File: config.mk
export PLATFORM = sky130hd
export DESIGN_NAME = supply_reset_gen
export DESIGN_NICKNAME = d
export VERILOG_FILES = /design/src/rtl/por_pkg.sv /design/src/rtl/por_sync.sv /design/src/rtl/por_tol_mux.sv /design/src/rtl/por_qual_counter.sv /design/src/rtl/supply_reset_gen.sv
export SDC_FILE = /design/constraint.sdc
export NUM_CORES = 1
export LEC_CHECK = 0
export BUFFER_PORTS_ARGS = -buffer_cell sky130_fd_sc_hd__buf_2
export CAP_MARGIN = 5
export CORE_MARGIN = 4
export CORE_UTILIZATION = 50
export CTS_CLUSTER_DIAMETER = 80
export DETAILED_ROUTE_END_ITERATION = 12
export GPL_TIMING_DRIVEN = 1
export PLACE_DENSITY = 0.72
export SLEW_MARGIN = 10
export SYNTH_ARGS = -nofsm -noshare
export SYNTH_HDL_FRONTEND = slang
export SYNTH_HIERARCHICAL = 1
export SYNTH_SLANG_ARGS = --single-unit
File: constraint.sdc
create_clock -name clk -period 1.7 [get_ports clk]
set_clock_uncertainty 0.05 [all_clocks]
set_input_delay 0 -clock clk [delete_from_list [all_inputs] [get_ports clk]]
set_output_delay 0 -clock clk [all_outputs]
set_load 0.05 [all_outputs]
File: src/rtl/por_pkg.sv
package por_pkg;

    typedef enum logic [1:0] {
        ST_BOOT = 2'd0,
        ST_LOW  = 2'd1,
        ST_QUAL = 2'd2,
        ST_RUN  = 2'd3
    } por_state_e;

endpackage

File: src/rtl/por_sync.sv
// Two-flop synchronizer per bit; reset value chosen by parameter.
module por_sync #(
    parameter int          WIDTH     = 2,
    parameter logic [WIDTH-1:0] RESET_VAL = '1
) (
    input  logic             clk,
    input  logic             srst,
    input  logic [WIDTH-1:0] d_async,
    output logic [WIDTH-1:0] q_sync
);
    for (genvar b = 0; b < WIDTH; b++) begin : g_bit
        logic meta_q;
        logic stab_q;
        always_ff @(posedge clk) begin
            if (srst) begin
                meta_q <= RESET_VAL[b];
                stab_q <= RESET_VAL[b];
            end else begin
                meta_q <= d_async[b];
                stab_q <= meta_q;
            end
        end
        assign q_sync[b] = stab_q;
    end
endmodule

File: src/rtl/por_tol_mux.sv
// Picks the flag that counts as "supply low".
module por_tol_mux #(
    parameter int LEVELS = 2,
    localparam int SEL_W = (LEVELS > 1) ? $clog2(LEVELS) : 1
) (
    input  logic [LEVELS-1:0] flags,
    input  logic [SEL_W-1:0]  sel,
    output logic              low
);
    always_comb begin
        low = 1'b1;
        for (int i = 0; i < LEVELS; i++) begin
            if (sel == SEL_W'(i)) low = flags[i];
        end
    end
endmodule

File: src/rtl/por_qual_counter.sv
// Counts ticks of good supply; flags the tick that would complete qualification.
module por_qual_counter #(
    parameter int QUAL_TICKS = 250,
    localparam int CNT_W = $clog2(QUAL_TICKS + 1)
) (
    input  logic             clk,
    input  logic             srst,
    input  logic             clear,
    input  logic             tick,
    output logic [CNT_W-1:0] count,
    output logic             at_last
);
    localparam logic [CNT_W-1:0] LAST = CNT_W'(QUAL_TICKS - 1);

    assign at_last = (count == LAST);

    always_ff @(posedge clk) begin
        if (srst || clear) begin
            count <= '0;
        end else if (tick) begin
            count <= at_last ? '0 : count + 1'b1;
        end
    end
endmodule

File: src/rtl/supply_reset_gen.sv
module supply_reset_gen #(
    parameter int QUAL_TICKS = 250,
    parameter int LEVELS     = 2
) (
    input  logic              clk,
    input  logic              srst,
    input  logic              tick_ms,
    input  logic              tol_sel,
    input  logic [LEVELS-1:0] supply_low,
    output logic              sys_rst,
    output logic              sys_rst_n
);
    import por_pkg::*;

    localparam int CNT_W = $clog2(QUAL_TICKS + 1);
    localparam int SEL_W = (LEVELS > 1) ? $clog2(LEVELS) : 1;

    logic [LEVELS-1:0] low_sync;
    logic              sel_low;
    logic              cnt_clear;
    logic              at_last;
    logic              qual_done;
    logic [CNT_W-1:0]  qual_cnt;
    por_state_e        state_q, state_d;

    por_sync #(.WIDTH(LEVELS), .RESET_VAL({LEVELS{1'b1}})) u_sync (
        .clk     (clk),
        .srst    (srst),
        .d_async (supply_low),
        .q_sync  (low_sync)
    );

    por_tol_mux #(.LEVELS(LEVELS)) u_mux (
        .flags (low_sync),
        .sel   (SEL_W'(tol_sel)),
        .low   (sel_low)
    );

    // Count only while not released and supply good.
    assign cnt_clear = sel_low || (state_q == ST_RUN) || (state_q == ST_BOOT);
    assign qual_done = tick_ms && at_last && !sel_low;

    por_qual_counter #(.QUAL_TICKS(QUAL_TICKS)) u_cnt (
        .clk     (clk),
        .srst    (srst),
        .clear   (cnt_clear),
        .tick    (tick_ms),
        .count   (qual_cnt),
        .at_last (at_last)
    );

    // Next-state logic.
    always_comb begin
        state_d = state_q;
        unique case (state_q)
            ST_BOOT: state_d = ST_LOW;
            ST_LOW: begin
                if (!sel_low) state_d = qual_done ? ST_RUN : ST_QUAL;
            end
            ST_QUAL: begin
                if (sel_low)        state_d = ST_LOW;
                else if (qual_done) state_d = ST_RUN;
            end
            ST_RUN: begin
                if (sel_low) state_d = ST_LOW;
            end
            default: state_d = ST_BOOT;
        endcase
    end

    // State register.
    always_ff @(posedge clk) begin
        if (srst) state_q <= ST_BOOT;
        else      state_q <= state_d;
    end

    // Output decode.
    always_comb begin
        unique case (state_q)
            ST_RUN:  sys_rst = 1'b0;
            default: sys_rst = 1'b1;
        endcase
        sys_rst_n = ~sys_rst;
    end
endmodule

Yosys cells after proc, flatten, opt, wreduce, memory -nomap -nowiden --
Cells that the tools add are included. Widths: inputs -> output; s select.
Storage, ports and cells: bits in registers 14, word-level logic and storage cells 31
Operators by class: reductions and logical operators 8, add/sub/neg operators 1, muxes and demuxes 9, eq/ne operators 7
Operator list (count):
- $add 8x1->8 const B | 1
- $eq 8x8->1 const B | 1
- $mux 2 | 4
- $mux 8 | 1
- $pmux 2 s4 | 1
- $eq 2x2->1 const B | 2
- $logic_or 1x1->1 | 3
- $mux 1 | 3
- $ne 3x3->1 const B | 1
- $reduce_and 3->1 | 1
- $eq 2x1->1 const B | 1
- $logic_and 1x1->1 | 2
- $logic_not 2->1 | 1
- $ne 2x1->1 const B | 1
- $ne 2x2->1 const B | 1
- $logic_not 1->1 | 1

Logic depth before layout (Yosys ltp) --
depth after elaboration 6, depth in mapped cells 8, gate-level depth less buffers 8

Hierarchy --
Netlist, hierarchy kept.
By module, submodules not included:
- por_qual_counter | area an instance 447.9 um^2, instances 1, cells an instance 53
- supply_reset_gen | area an instance 202.7 um^2, instances 1, cells an instance 23
- por_sync | area an instance 120.1 um^2, instances 1, cells an instance 10
- por_tol_mux | area an instance 15.0 um^2, instances 1, cells an instance 1

Worst setup path after synthesis --
Ideal clock, no wire load.
kind register to register, start point register state_q[0], end point register u_cnt.count[3], setup slack -0.244 ns, cell stages (with the launch flop) 7, period minus slack after synthesis 1.944 ns, path buffers 1, setup time 0.064 ns, data arrival time 1.830 ns, cell sequence dfxtp_1 -> ha_1 -> or3_1 -> or2_2 -> clkbuf_1 -> o21bai_1 -> nor2_1
On the way: cells in the longest elaborated chain, start to end 4
Ends and longest elaborated chain:
- from (decl) | line supply_reset_gen.sv:24 | por_state_e state_q, state_d;
- from (signal assigned) | line supply_reset_gen.sv:74 | else state_q <= state_d;
- $eq 2x2->1
- named net sys_rst_n | line supply_reset_gen.sv:11 | output logic sys_rst_n
- $logic_or 1x1->1 (2 in a row) | line supply_reset_gen.sv:40 | assign cnt_clear = sel_low || (state_q == ST_RUN) || (state_q == ST_BOOT);
- named net cnt_clear | line supply_reset_gen.sv:20 | logic cnt_clear;
- $logic_or 1x1->1 | line por_qual_counter.sv:18 | if (srst || clear) begin
- to (signal assigned) | line por_qual_counter.sv:21 | count <= at_last ? '0 : count + 1'b1;
- to (decl) | line por_qual_counter.sv:10 | output logic [CNT_W-1:0] count,
The timed path passes the listed nets, and every way through them passes these cells. A chain may end at the register's enable or synchronous reset.

Worst setup path after layout --
start point register state_q[1], end point register state_q[1]
On the way: cells in the longest elaborated chain, start to end 3
Ends and longest elaborated chain:
- $eq 2x2->1 / $eq 2x1->1 (equally long branches) | line supply_reset_gen.sv:55 | unique case (state_q)
- $ne 3x3->1 (no line) (tied with other cells)
- $reduce_and 3->1 (no line)
Parallel ways exist; a longest one is shown, timed or not.

==> results.py <==
metrics = {
    "worst_setup_path": {
        "max_stage_delay_ns": 0.37,
        "crit_buf_inv": 1,
        "cp_num_cells": 6,
        "required_ns": 1.87,
        "crit_end": "state_q[1]",
        "critPathTopFamily": "compound AO/OA/AOI/OAI gates",
        "worstPathArrival_ns": 1.83,
        "r2r_slack_ns": 0.03,
        "crit_path_start": "state_q[1]",
        "cp_slowest_cell": "a221o_1",
        "critical_path_class": "reg -> reg",
        "r2r_end": "state_q[1]",
        "end_kind": "flip-flop",
        "path_max_fanout": 3,
        "start_kind": "flip-flop",
        "rr_worst_depth": 6,
        "crit_chain": "buf_4 > ha_1 > nor2b_1 > a221o_1 > mux2_4 > nor2_2",
        "rr_startpoint": "state_q[1]",
    },
    "yosys": {
        "yosysMostFrequentCell": "dfxtp_1",
        "netlist_area_um2": 785.8,
        "synth.distinct_cells": 33,
        "yosysTopAreaCellShare": 0.3567,
        "ys_ff_latch": 14,
        "synthArstFlopShare": 0,
        "yosysWarningCount": 6,
        "synth_area_leaders": "dfxtp_1 36%, ha_1 11%, mux2_4 3.8%",
        "avgSynthCellArea_um2": 9.032,
        "synth_seq_area_share": 0.3567,
        "synth_ff_type": "dfxtp_1",
        "synth_commonest_cells": "14 x dfxtp_1, 7 x ha_1, 6 x inv_1, 6 x nand2_1",
        "synth_nets": 100,
        "synth_enable_flop_cells": 0,
        "synth_top_area_cell": "dfxtp_1",
        "syn_inst": 87,
    },
    "layout": {
        "antennaDiodeCount": 0,
        "fillers": 110,
        "layout.nets": 128,
        "multiInputGateArea_um2": 508.0,
        "seq_area_um2": 287.8,
        "drive_gt1_frac": 0.4123,
        "fin_util": 0.7202,
        "syn_to_final_growth_pct": 36.47,
    },
    "detailed_routing": {
        "wl_per_cell_um": 13.17,
        "route.detailed.drc": 0,
        "ant_nets": 0,
        "viasPerCell": 5.408,
        "dr.pass1.iters": 4,
        "vias": 703,
        "drt-total-wl_um": 1712,
        "drtIter0Drc": 7,
    },
    "power_and_ir_drop": {
        "ir_worst_vdd_mv": 0.9383,
        "p_per_area_mw_per_mm2": 814.5,
        "p_leak_nw": 0.4039,
        "power.total_w": 0.0008734,
    },
    "timing": {
        "max_freq_mhz": 600.4,
        "finalCritPeriodShare": 0.9797,
        "setup_viol": 0,
        "drv_slew": 0,
        "max_slew_margin": 0.8164,
        "fin_tns_setup_ns": 0,
        "hold_viol": 0,
        "fin_crit_ns": 1.666,
        "holdWs_ns": 0.09971,
        "rsz0062_at_grt": "yes",
        "worst_pin_slew_ns": 0.2740,
    },
    "global_route": {
        "overflow": 0,
        "grtUsageTotal": 0.1841,
        "antenna_found_initial": 0,
        "grt_pass1_vias": 687,
        "grt_max_degree": 13,
        "grt_pass1_wl_um": 2898,
    },
    "floorplanning": {
        "die_height_um": 47.64,
        "start_util": 0.5277,
        "core-area_mm2": 0.001489,
        "rows": 14,
        "ios": 8,
        "dieArea_mm2": 0.002270,
        "die_w_um": 47.64,
    },
    "clocking": {
        "cts_root_buf": "clkbuf_4",
        "cts-buffers-inserted": 3,
        "clk-insertion-delay-late_ns": 0.27,
        "clockBufferDepth": 2,
        "tritoncts": "done",
        "htreeDepth": 1,
        "cts_num_sinks": 14,
        "clkTransAtPathRegs_ns": 0.09,
    },
    "flow_run": {
        "drv_cap": 0,
    },
    "place": {
        "post-dp-hpwl_um": 1173,
        "gp_congestion": 0.7362,
        "portBuffers": 7,
    },
    "outcome": {
        "status": "completed",
    },
    "hold_path": {
        "hp-class": "in -> reg",
    },
}
through the flow:
stage	setup slack, ns	cell area [um2]	std cells
CTS	0.001660	1006	126
global placement	0.03252	909.6	116
finish	0.03445	1072	130
floorplan	0.01248	813.3	87
detailed placement	-0.004451	909.6	116
global route	-0.03409	1072	130
flip-flops by register name, summed over array words and instances (netlist names):
name / count
u_sync/g_bit.meta_q: 2
u_cnt/count: 8
u_sync/g_bit.stab_q: 2
state_q: 2
how the worst min path moves through the flow:
stage / from / endpoint / slack, ns / cells after the start
after floorplan: srst / state_q[1] / 0.009 / 1
after detailed placement: supply_low[1] / u_sync/g_bit[1].meta_q / 0.13 / 2
after global routing: tick_ms / u_cnt/count[1] / 0.11 / 3
after CTS: tick_ms / u_cnt/count[1] / 0.1 / 3
final: tick_ms / u_cnt/count[1] / 0.1 / 3
after global placement: supply_low[1] / u_sync/g_bit[1].meta_q / 0.13 / 2
power breakdown:
group,switching [W],internal [W],total [W]
clock,0.000106,0.000130,0.000236
combinational,0.000118,0.000132,0.000250
sequential,0.0000274,0.000360,0.000387
kinds of logic after synthesis:
| family | count (synthesis) | synth area share |
|---|---|---|
| AO/OA/AOI/OAI | 17 | 0.1449 |
| AND/OR/NAND/NOR | 35 | 0.2675 |
| XOR/XNOR | 2 | 0.02230 |
| flip-flops | 14 | 0.3567 |
| adder cells (fa/ha/maj) | 7 | 0.1115 |
| multiplexers | 2 | 0.03822 |
| buffers and inverters | 10 | 0.05890 |
worst min-delay path: cells and delay by family:
| family | cells | cell delay [ns] |
|---|---|---|
| simple gates | 1 | 0.15 |
| buf+inv | 1 | 0.20 |
| compound gates | 1 | 0.05 |
final cells by class:
class | count | share of cell area
tap | 16 | 0.01867
inverter | 6 | 0.02100
sequential | 14 | 0.2684
clock buffer | 4 | 0.03384
multi-input combinational | 63 | 0.4737
timing repair buffer | 27 | 0.1844
placed cells by master (no fill, tap or decap), types with 2 or more instances in the layout:
| cell type | netlist | routed |
|---|---|---|
| a31oi_1 | 2 | 2 |
| o21ai_0 | 4 | 4 |
| a21oi_1 | 4 | 2 |
| nand4_1 | 3 | 3 |
| nor2_2 | 1 | 2 |
| ha_4 | 0 | 2 |
| dlygate4sd3_1 | 0 | 5 |
| buf_4 | 2 | 15 |
| dfxtp_2 | 0 | 3 |
| nand3_1 | 3 | 3 |
| nand4b_1 | 2 | 2 |
| nor2b_1 | 4 | 4 |
| nand2_1 | 6 | 6 |
| nand2b_1 | 2 | 2 |
| mux2_4 | 2 | 2 |
| dfxtp_1 | 14 | 10 |
| clkbuf_4 | 0 | 3 |
| and4_4 | 2 | 2 |
| ha_1 | 7 | 5 |
| inv_1 | 6 | 3 |
| nor2_1 | 3 | 2 |
| or3_1 | 2 | 2 |
| a21oi_2 | 1 | 3 |
| inv_2 | 0 | 3 |
| buf_2 | 1 | 7 |
| or2_1 | 4 | 4 |
what timing repair did:
item	4_1_cts	5_1_grt
buffers inserted	1	4
endpoints found under the setup margin	1	5
pin swaps	0	3
hold buffers	5	0
gates cloned	0	0
endpoints found under the hold margin	6	0
resized for setup	1	12
layer usage:
metal  vias to the layer above  part of all wire  global-route usage
li1                        358                 -                   -
met1                       329              0.47              0.2348
met2                        14              0.49              0.3021
met3                         2             0.033             0.06767
met4                         0            0.0070             0.03226
met5                         -                 0                   0
Power figures use the tool's default switching activity.
